`src/rtl/cct_pkg.sv`:
```
// Package: shared constants and types for the capture/compare timer.
// Assumes a 16-bit register data path; the mode word layout is fixed here.
package cct_pkg;
    localparam int DATA_W = 16;
    localparam int PSC_W  = 8;
    localparam int ADDR_W = 3;

    localparam logic [ADDR_W-1:0] ADR_MODE = 3'd0;
    localparam logic [ADDR_W-1:0] ADR_REF  = 3'd1;
    localparam logic [ADDR_W-1:0] ADR_CAP  = 3'd2;
    localparam logic [ADDR_W-1:0] ADR_CNT  = 3'd3;
    localparam logic [ADDR_W-1:0] ADR_EVT  = 3'd4;

    localparam int EVT_CAP_BIT = 0;
    localparam int EVT_REF_BIT = 1;

    typedef enum logic [1:0] {
        SRC_NONE = 2'd0,
        SRC_SYS  = 2'd1,
        SRC_DIV  = 2'd2,
        SRC_PIN  = 2'd3
    } src_e;

    typedef enum logic [1:0] {
        CAP_OFF  = 2'd0,
        CAP_RISE = 2'd1,
        CAP_FALL = 2'd2,
        CAP_BOTH = 2'd3
    } cap_e;

    typedef struct packed {
        logic [PSC_W-1:0] psc;
        cap_e             cap;
        logic             ref_ie;
        logic             toggle;
        logic             restart;
        logic             run;
        src_e             src;
    } mode_t;
endpackage

```
`src/rtl/cct_sync_edge.sv`:
```
// Module: cct_sync_edge
// Brings an asynchronous pin into the clock domain through a chain of
// flops and reports single-cycle rising and falling strobes.
// Assumes the pin holds each level for at least one clock.
module cct_sync_edge #(
    parameter int STAGES = 2
) (
    input  logic clk,
    input  logic rst_n,
    input  logic pin,
    output logic rise,
    output logic fall
);
    logic [STAGES-1:0] chain_q;
    logic              prev_q;
    logic              level;

    // Shift the pin through the synchroniser chain.
    always_ff @(posedge clk) begin
        if (!rst_n) chain_q <= '0;
        else        chain_q <= {chain_q[STAGES-2:0], pin};
    end

    assign level = chain_q[STAGES-1];

    // Remember the previous synchronised level for edge detection.
    always_ff @(posedge clk) begin
        if (!rst_n) prev_q <= 1'b0;
        else        prev_q <= level;
    end

    assign rise = level & ~prev_q;
    assign fall = ~level & prev_q;
endmodule

```
`src/rtl/cct_prescaler.sv`:
```
// Module: cct_prescaler
// Selects the raw tick source and divides it by psc+1. Emits one tick
// per divided period. Both dividers are held at zero while run is low.
// Assumes pin_fall is already a synchronised single-cycle strobe.
module cct_prescaler
    import cct_pkg::*;
#(
    parameter int DIV_LOG2 = 4
) (
    input  logic             clk,
    input  logic             rst_n,
    input  logic             run,
    input  src_e             src,
    input  logic [PSC_W-1:0] psc,
    input  logic             pin_fall,
    output logic             tick
);
    logic [DIV_LOG2-1:0] div_q;
    logic [PSC_W-1:0]    pcnt_q;
    logic                div_tick;
    logic                src_tick;

    // Fixed divide-by-2^DIV_LOG2 of the system clock.
    always_ff @(posedge clk) begin
        if (!rst_n || !run) div_q <= '0;
        else                div_q <= div_q + DIV_LOG2'(1);
    end

    assign div_tick = run & (&div_q);

    // Pick the raw tick source.
    always_comb begin
        unique case (src)
            SRC_SYS:  src_tick = run;
            SRC_DIV:  src_tick = div_tick;
            SRC_PIN:  src_tick = run & pin_fall;
            default:  src_tick = 1'b0;
        endcase
    end

    // Programmable divide: tick when the count reaches psc, then restart.
    assign tick = src_tick & (pcnt_q >= psc);

    // Advance the programmable divider on each raw source tick.
    always_ff @(posedge clk) begin
        if (!rst_n || !run) pcnt_q <= '0;
        else if (tick)      pcnt_q <= '0;
        else if (src_tick)  pcnt_q <= pcnt_q + PSC_W'(1);
    end
endmodule

```
`src/rtl/cct_counter.sv`:
```
// Module: cct_counter
// Up-counter with reference compare. A hit is flagged when an increment
// would make the count equal the reference; restart then clears the count.
// Assumes tick is only high while run is high.
module cct_counter
    import cct_pkg::*;
(
    input  logic              clk,
    input  logic              rst_n,
    input  logic              run,
    input  logic              tick,
    input  logic              restart,
    input  logic [DATA_W-1:0] ref_val,
    output logic [DATA_W-1:0] count,
    output logic              hit
);
    logic [DATA_W-1:0] nxt;

    assign nxt = count + DATA_W'(1);
    assign hit = tick & (nxt == ref_val);

    // Count divided ticks; clear on stop or on a restart hit.
    always_ff @(posedge clk) begin
        if (!rst_n || !run)      count <= '0;
        else if (hit && restart) count <= '0;
        else if (tick)           count <= nxt;
    end
endmodule

```
`src/rtl/cct_timer.sv`:
```
// Module: cct_timer (top)
// Prescaled 16-bit capture/compare timer with a register interface.
// Holds the mode, reference, capture and event registers. Drives the
// compare output and the interrupt. Assumes single-cycle write strobes
// and a combinational read port.
module cct_timer
    import cct_pkg::*;
#(
    parameter int SYNC_STAGES = 2,
    parameter int DIV_LOG2    = 4
) (
    input  logic              clk,
    input  logic              rst_n,
    input  logic              reg_wr,
    input  logic [ADDR_W-1:0] reg_addr,
    input  logic [DATA_W-1:0] reg_wdata,
    output logic [DATA_W-1:0] reg_rdata,
    input  logic              ext_pin,
    output logic              tmr_out,
    output logic              irq
);
    mode_t             mode_q;
    logic [DATA_W-1:0] ref_q;
    logic [DATA_W-1:0] cap_q;
    logic [DATA_W-1:0] count;
    logic              evt_cap_q;
    logic              evt_ref_q;
    logic              pin_rise;
    logic              pin_fall;
    logic              tick;
    logic              hit;
    logic              cap_ev;
    logic              md_run;
    logic              md_restart;
    logic              md_toggle;
    logic              wr_mode;
    logic              wr_ref;
    logic              wr_evt;

    assign md_run     = mode_q.run;
    assign md_restart = mode_q.restart;
    assign md_toggle  = mode_q.toggle;

    assign wr_mode = reg_wr && (reg_addr == ADR_MODE);
    assign wr_ref  = reg_wr && (reg_addr == ADR_REF);
    assign wr_evt  = reg_wr && (reg_addr == ADR_EVT);

    cct_sync_edge #(
        .STAGES (SYNC_STAGES)
    ) i_sync (
        .clk   (clk),
        .rst_n (rst_n),
        .pin   (ext_pin),
        .rise  (pin_rise),
        .fall  (pin_fall)
    );

    cct_prescaler #(
        .DIV_LOG2 (DIV_LOG2)
    ) i_psc (
        .clk      (clk),
        .rst_n    (rst_n),
        .run      (md_run),
        .src      (mode_q.src),
        .psc      (mode_q.psc),
        .pin_fall (pin_fall),
        .tick     (tick)
    );

    cct_counter i_cnt (
        .clk     (clk),
        .rst_n   (rst_n),
        .run     (md_run),
        .tick    (tick),
        .restart (md_restart),
        .ref_val (ref_q),
        .count   (count),
        .hit     (hit)
    );

    // Mode register: software-written configuration word.
    always_ff @(posedge clk) begin
        if (!rst_n)       mode_q <= '0;
        else if (wr_mode) mode_q <= mode_t'(reg_wdata);
    end

    // Reference register: compare value, all ones out of reset.
    always_ff @(posedge clk) begin
        if (!rst_n)      ref_q <= '1;
        else if (wr_ref) ref_q <= reg_wdata;
    end

    // Decode which synchronised pin edges trigger a capture.
    always_comb begin
        unique case (mode_q.cap)
            CAP_RISE: cap_ev = pin_rise;
            CAP_FALL: cap_ev = pin_fall;
            CAP_BOTH: cap_ev = pin_rise | pin_fall;
            default:  cap_ev = 1'b0;
        endcase
    end

    // Capture register: latch the counter on a selected edge.
    always_ff @(posedge clk) begin
        if (!rst_n)      cap_q <= '0;
        else if (cap_ev) cap_q <= count;
    end

    // Event flags: set by events, cleared by writing ones; set wins.
    always_ff @(posedge clk) begin
        if (!rst_n) begin
            evt_cap_q <= 1'b0;
            evt_ref_q <= 1'b0;
        end else begin
            evt_cap_q <= cap_ev | (evt_cap_q & ~(wr_evt & reg_wdata[EVT_CAP_BIT]));
            evt_ref_q <= hit    | (evt_ref_q & ~(wr_evt & reg_wdata[EVT_REF_BIT]));
        end
    end

    // Compare output: one-cycle low pulse or toggle on each hit.
    always_ff @(posedge clk) begin
        if (!rst_n)          tmr_out <= 1'b1;
        else if (md_toggle)  tmr_out <= tmr_out ^ hit;
        else                 tmr_out <= ~hit;
    end

    // Interrupt: each flag gated by its own enable.
    assign irq = (evt_cap_q & (mode_q.cap != CAP_OFF)) | (evt_ref_q & mode_q.ref_ie);

    // Read multiplexer.
    always_comb begin
        unique case (reg_addr)
            ADR_MODE: reg_rdata = mode_q;
            ADR_REF:  reg_rdata = ref_q;
            ADR_CAP:  reg_rdata = cap_q;
            ADR_CNT:  reg_rdata = count;
            ADR_EVT:  reg_rdata = {{(DATA_W-2){1'b0}}, evt_ref_q, evt_cap_q};
            default:  reg_rdata = '0;
        endcase
    end
endmodule

```
`config.mk`:
```
export PLATFORM = sky130hd
export DESIGN_NAME = cct_timer
export DESIGN_NICKNAME = d
export VERILOG_FILES = /design/src/rtl/cct_pkg.sv /design/src/rtl/cct_sync_edge.sv /design/src/rtl/cct_prescaler.sv /design/src/rtl/cct_counter.sv /design/src/rtl/cct_timer.sv
export SDC_FILE = /design/constraint.sdc
export NUM_CORES = 1
export LEC_CHECK = 0
export ABC_AREA = 1
export BUFFER_PORTS_ARGS = -buffer_cell sky130_fd_sc_hd__buf_2
export CAP_MARGIN = 20
export CORE_UTILIZATION = 56
export DETAILED_ROUTE_END_ITERATION = 8
export PLACE_DENSITY_LB_ADDON = 0.12
export SYNTH_ARGS = -nofsm -noshare
export SYNTH_HDL_FRONTEND = slang
export SYNTH_SLANG_ARGS = --single-unit
```
`constraint.sdc`:
```
create_clock -name clk -period 2.9 [get_ports clk]
set_input_delay 0 -clock clk [delete_from_list [all_inputs] [get_ports clk]]
set_output_delay 0 -clock clk [all_outputs]
set_load 0.01 [all_outputs]
```
* After elaboration in Yosys (flattened, before gate mapping) *
Cells that the tools add are included.

operators by class
  add/sub/neg operators = 3
  magnitude comparators = 1
  eq/ne operators = 11
  muxes and demuxes = 4
  bitwise operators = 22
  reductions and logical operators = 12

operators by type and width
  operator               number
  $pmux 16 s5            1
  $add 16x1->16 const B  1
  $eq 16x16->1           1
  $and 1x1->1            12
  $add 8x1->8 const B    1
  $eq 2x2->1 const B     4
  $ge 8x8->1             1
  $eq 3x2->1 const B     2
  $pmux 1 s3             2
  $not 1->1              5
  $add 4x1->4 const B    1
  $eq 2x1->1 const B     2
  $logic_and 1x1->1      4
  $or 1x1->1             4
  $reduce_and 4->1       1
  $reduce_or 2->1        2
  $eq 3x1->1 const B     1
  $eq 3x3->1 const B     1
  $logic_not 3->1        1
  $logic_not 1->1        2
  $reduce_bool 2->1      1
  $logic_or 1x1->1       1
  $mux 1                 1
  $xor 1x1->1            1

word-level totals
  register bits after elaboration = 82
  bits of input ports = 23
  output and inout port bits = 18
  word-level logic and storage cells = 70

* Logic depth before layout (Yosys ltp) *
  depth in word-level cells = 8
  depth in mapped cells = 15
  depth with buffers taken out = 14

* Modules after synthesis *
A second synthesis with hierarchy kept.

unflattened totals
  cells, all modules = 785
  area total of the unflattened synthesis = 4956.0 µm²

modules (own cells, without submodules)
  module         instances  cells an instance  area an instance (µm²)  sequential area each (µm²)
  cct_timer      1          398                2558.7                  1021.0
  cct_counter    1          241                1411.4                  320.3
  cct_prescaler  1          133                885.8                   240.2
  cct_sync_edge  1          13                 100.1                   60.1

* Worst setup path before layout *
OpenSTA, ideal clock, no wires.

  path kind = flip-flop to flip-flop
  from = register i_psc.pcnt_q[1]
  to = register i_cnt.count[14]
  setup time = 0.062 ns
  data arrival time = 1.938 ns
  data required time = 2.838 ns
  path slack = 0.900 ns
  cell stages (with the launch flop) = 14
  path buffers = 1
  period minus slack after synthesis = 2.000 ns
  cell sequence = dfxtp_1 -> ha_1 -> inv_1 -> nor2_1 -> o21ai_0 -> nand2_1 -> nand2_1 -> o2111ai_1 -> nand2_1 -> clkinv_1 -> clkbuf_1 -> o21ai_0 -> inv_1 -> nor2_2

between the ends
  word-level cells in the longest chain between the ends = 5

ends and longest elaborated chain
  element                    RTL line             source
  start, declared            cct_prescaler.sv:19  logic [PSC_W-1:0] pcnt_q;
  start signal, assigned     cct_prescaler.sv:48  else if (src_tick) pcnt_q <= pcnt_q + PSC_W'(1);
  $ge 8x8->1 *               cct_prescaler.sv:42  assign tick = src_tick & (pcnt_q >= psc);
  $and 1x1->1 *              cct_prescaler.sv:42
  $and 1x1->1                cct_counter.sv:20    assign hit = tick & (nxt == ref_val);
  $logic_and 1x1->1          cct_counter.sv:25    else if (hit && restart) count <= '0;
  $reduce_or 2->1 (no line)  --
  end signal, assigned       cct_counter.sv:26    else if (tick) count <= nxt;
  end, declared              cct_counter.sv:14    output logic [DATA_W-1:0] count,

Mark *: on every way between the ends. The rest lies on a longest branch, timed or not.
A chain may end at the register's enable or synchronous reset.

* Worst setup path in the final report *
  from = register i_psc.pcnt_q[3]
  to = register i_cnt.count[10]

Same word-level chain as after synthesis.

==> summary by stage <==
Critical path
The type of the worst setup path is register to register. The type of destination of the critical path is a register. The critical path goes through ha_1, nand2_1, inv_1, o21ai_0, nand2_1, nand2_1, o2111ai_1, nand2_1, clkinv_1, nand4_2, nand2_4, nor2_1. The largest stage delay on the critical path is 0.44 ns.

For this design, the slowest cell found on the critical path is dfxtp_1. The dominant cell type by count on the critical path is nand2_1. The cell family contributing the most delay on the critical path is simple AND/OR/NAND/NOR gates. The critical path required time is 3.18 ns. The kind of start point of the critical path is a register. Of all nets on the critical path, the largest fanout is 18. The worst register-to-register path begins at i_psc.pcnt_q[3]$_SDFFE_PP0P_.

STA puts the critical path data arrival time at 2.60 ns. Counting both buffers and inverters, the worst setup path holds a total of 2. The critical path starts at i_psc.pcnt_q[3]$_SDFFE_PP0P_.

Place
Once detailed placement completed, the half-perimeter wirelength came to 8240 µm. The count of input and output buffers is 40. The pre-CTS setup slack is 0.6509 ns.

Routability-driven placement finished with a final weighted congestion of 0.9131.

Logic synthesis
The synthesized area is 4378 µm². dfxtp_1 takes more of the synthesized area than any other cell. Synthesis instantiated 35 different standard cells from the library. The synthesized area divided by synthesized cell count is 6.798 µm². The number of register bits inferred by synthesis is 82. The cell count after synthesis came out at 644.

Ranked by total cell area, the synthesized netlist is headed by dfxtp_1 (37%), nand2_1 (14%), inv_1 (7.9%), o21ai_0 (6.4%), a21oi_1 (4.9%). Counting flops with an async set or reset pin after synthesis yields a share of 0%. The share of synthesized area in the top cell type comes to 37.50%. The number of enable flip-flop cells after synthesis is 0. After synthesis, flip-flops and latches occupy 37.50% of the total area. The number of nets in the synthesized netlist is 680. The primary flip-flop cell chosen by synthesis mapping is dfxtp_1. The number of warnings issued by yosys is 0.

Die
The initial utilization of the core area, before any placement, comes to 59.09%. The area of the die is 8176 µm². The floorplan step defined a core boundary enclosing 7408 µm². The die width is 90.42 µm. 41 I/O pins were placed. Measured along the y axis, the die boundary spans 90.42 µm. The row count is 31.

Timing
The slack of the critical path is 0.5852 ns. The count of final hold-check violations is 0. The post-route minimum period is 2.315 ns. The final critical path takes up 79.82% of the cycle. The worst-case clock skew is 0.01065 ns. At the pin with the least slew margin, the transition time is 0.7317 ns.

The final hold slack is 0.1026 ns. In this run the tightest slew margin relative to its limit is 51.16%. The number of slew-limit violations in the final report came to 0.

The highest attainable clock frequency is 0.4320 GHz. Setup repair after global routing left no endpoint under its margin. After routing, the total negative slack on setup checks comes to 0 ns. The final setup violation count is 0.

Drt
The number of DRC markers in iteration 0 is 277. Once detail routing completed, the nets flagged for antenna violations numbered 0. The detailed-route vias per instance is 5.511. The number of vias after detailed routing is 4420. The routed design has 11690 µm of wire. The DRC violation count after routing is 0. For this run, the detailed router's first-pass iteration total came to 5. In the final routed layout, each cell accounts on average for 14.58 µm.

CTS
Buffers inserted during clock tree synthesis total 9. The number of levels the H-tree was split into is 3. The buffer depth of the longest clock path is 2. TritonCTS built the clock tree. For this design, the sink count on the clock tree is 82. After clock tree synthesis, the repair step resized 0 gates. Clock-pin slew was measured on the worst setup and hold paths at 0.09 ns.

For this design, the CTS-stage hold fixing added 17 buffers. After clock tree synthesis, the setup repair step added 0 buffers. The later-pin clock latency in the skew report is 0.35 ns.

The library cell used as clock root buffer is clkbuf_8.

Finish
The repair_antennas step left the layout with diodes totalling 0. Relative to the synthesized area, the layout overhead comes to 15.40%. Counting the fill cells in the layout gives 666. Once layout is complete, the utilization of the core stands at 68.20%.

The library cells used most frequently in the layout, excluding fill and tap cells, are nand2_1 (168), inv_1 (92), dfxtp_1 (82), o21ai_0 (56), a21oi_1 (43). Leaving out fill and tap cells, the most frequent cell in the layout is nand2_1. The number of nets in the finished design is 734.

The total area of multi-input combinational cells is 2306 µm². Cells with a size suffix above 1 make up 11.81% of the layout. The area occupied by registers is 1642 µm².

Hold path
The type of the most critical hold path is primary input to register. In this run the most critical hold path is launched from reg_wr.

Power
The power density over the cells is 421.1 nW/µm². For this design the static power due to leakage is 2.037 nW. The worst-case IR drop observed on VDD is 0.2956 mV.

GRT
The combined global-route utilization of all metal layers is 30.50%. The aggregate global routing overflow is 0. The initial antenna violation count is 0.

The first global-routing pass estimated 20220 µm of wire. The via count of the first global-routing pass is 4252. Entering global routing, the biggest net connects 55 pins.

Run status
The run finished with clean final reports.

Run
Max-cap violations in this run came to 0.
per-layer routing:
| layer | wire length, µm | GRT usage, % |
|---|---|---|
| met4 | 186 | 9.140 |
| met1 | 5583 | 40.98 |
| met3 | 512 | 5.892 |
| met2 | 5413 | 49.55 |
| met5 | 0 | 0 |
Yosys cell counts (3+ instances only):
| library cell | instances |
|---|---|
| nand2_1 | 168 |
| inv_1 | 92 |
| dfxtp_1 | 82 |
| o21ai_0 | 56 |
| a21oi_1 | 43 |
| nor2_1 | 42 |
| nand3_1 | 39 |
| clkbuf_1 | 20 |
| o2111ai_1 | 14 |
| ha_1 | 13 |
| nand4_1 | 13 |
| o211ai_1 | 10 |
| nand3b_1 | 7 |
| nor2_2 | 6 |
| nor3_1 | 5 |
| clkinv_1 | 3 |
| nor2_4 | 3 |
| or2_2 | 3 |
| xor2_1 | 3 |
cell families (layout without fill, tap and decap cells):
kind of cell / count (synthesis) / after routing / synth area share (%)
AOI/OAI and AO/OA: 133 / 133 / 17.66
xor gates and xnor gates: 5 / 5 / 1.315
adders and majority gates: 13 / 13 / 3.715
buffers and inverters: 117 / 176 / 10.20
DFF: 82 / 82 / 37.50
and+or+nand+nor: 294 / 294 / 29.61
sequential cells by signal, summed over array words and instances (netlist names):
| signal | count |
|---|---|
| i_sync.prev_q | 1 |
| tmr_out | 1 |
| i_cnt.count | 16 |
| md_restart | 1 |
| md_toggle | 1 |
| mode_q | 13 |
| md_run | 1 |
| i_sync.chain_q | 2 |
| evt_cap_q | 1 |
| cap_q | 16 |
| i_psc.div_q | 4 |
| evt_ref_q | 1 |
| ref_q | 16 |
| i_psc.pcnt_q | 8 |
stage by stage:
step                power [mW]  instances  instance area (µm²)
finish                   2.127        802                 5052
global route             2.213        802                 5052
CTS                      2.134        801                 5037
detailed placement       1.348        768                 4681
global placement         1.344        768                 4681
floorplan                1.282        644                 4378
cell type report:
| class | count | share of cell area (%) |
|---|---|---|
| well taps | 99 | 2.452 |
| inverters | 95 | 7.058 |
| clock buffers | 10 | 2.724 |
| multi-input cells | 445 | 45.64 |
| clock inverters | 6 | 0.9658 |
| repair buffers | 65 | 8.668 |
| flip-flops and latches | 82 | 32.49 |
power breakdown:
group | internal (mW) | switching, mW | total [mW]
clock network | 0.342 | 0.442 | 0.784
logic | 0.0744 | 0.107 | 0.182
registers | 1.15 | 0.0156 | 1.16
tightest hold or removal path, cell delays in order:
cell and delay [ns]:
buf_2 0.10, nand3_1 0.09, o21ai_0 0.15, a21oi_1 0.07
final timing paths:
path                                        to  slack (ns)  cells past startpoint
setup / recovery  i_cnt.count[10]$_SDFFE_PP0P_        0.59                     12
hold / removal            evt_cap_q$_SDFF_PN0_        0.10                      4
setup reg to reg  i_cnt.count[10]$_SDFFE_PP0P_        0.59                     12
hold reg to reg   i_sync.chain_q[1]$_SDFF_PN0_        0.43                      2
(Power assumes the default switching activity.)
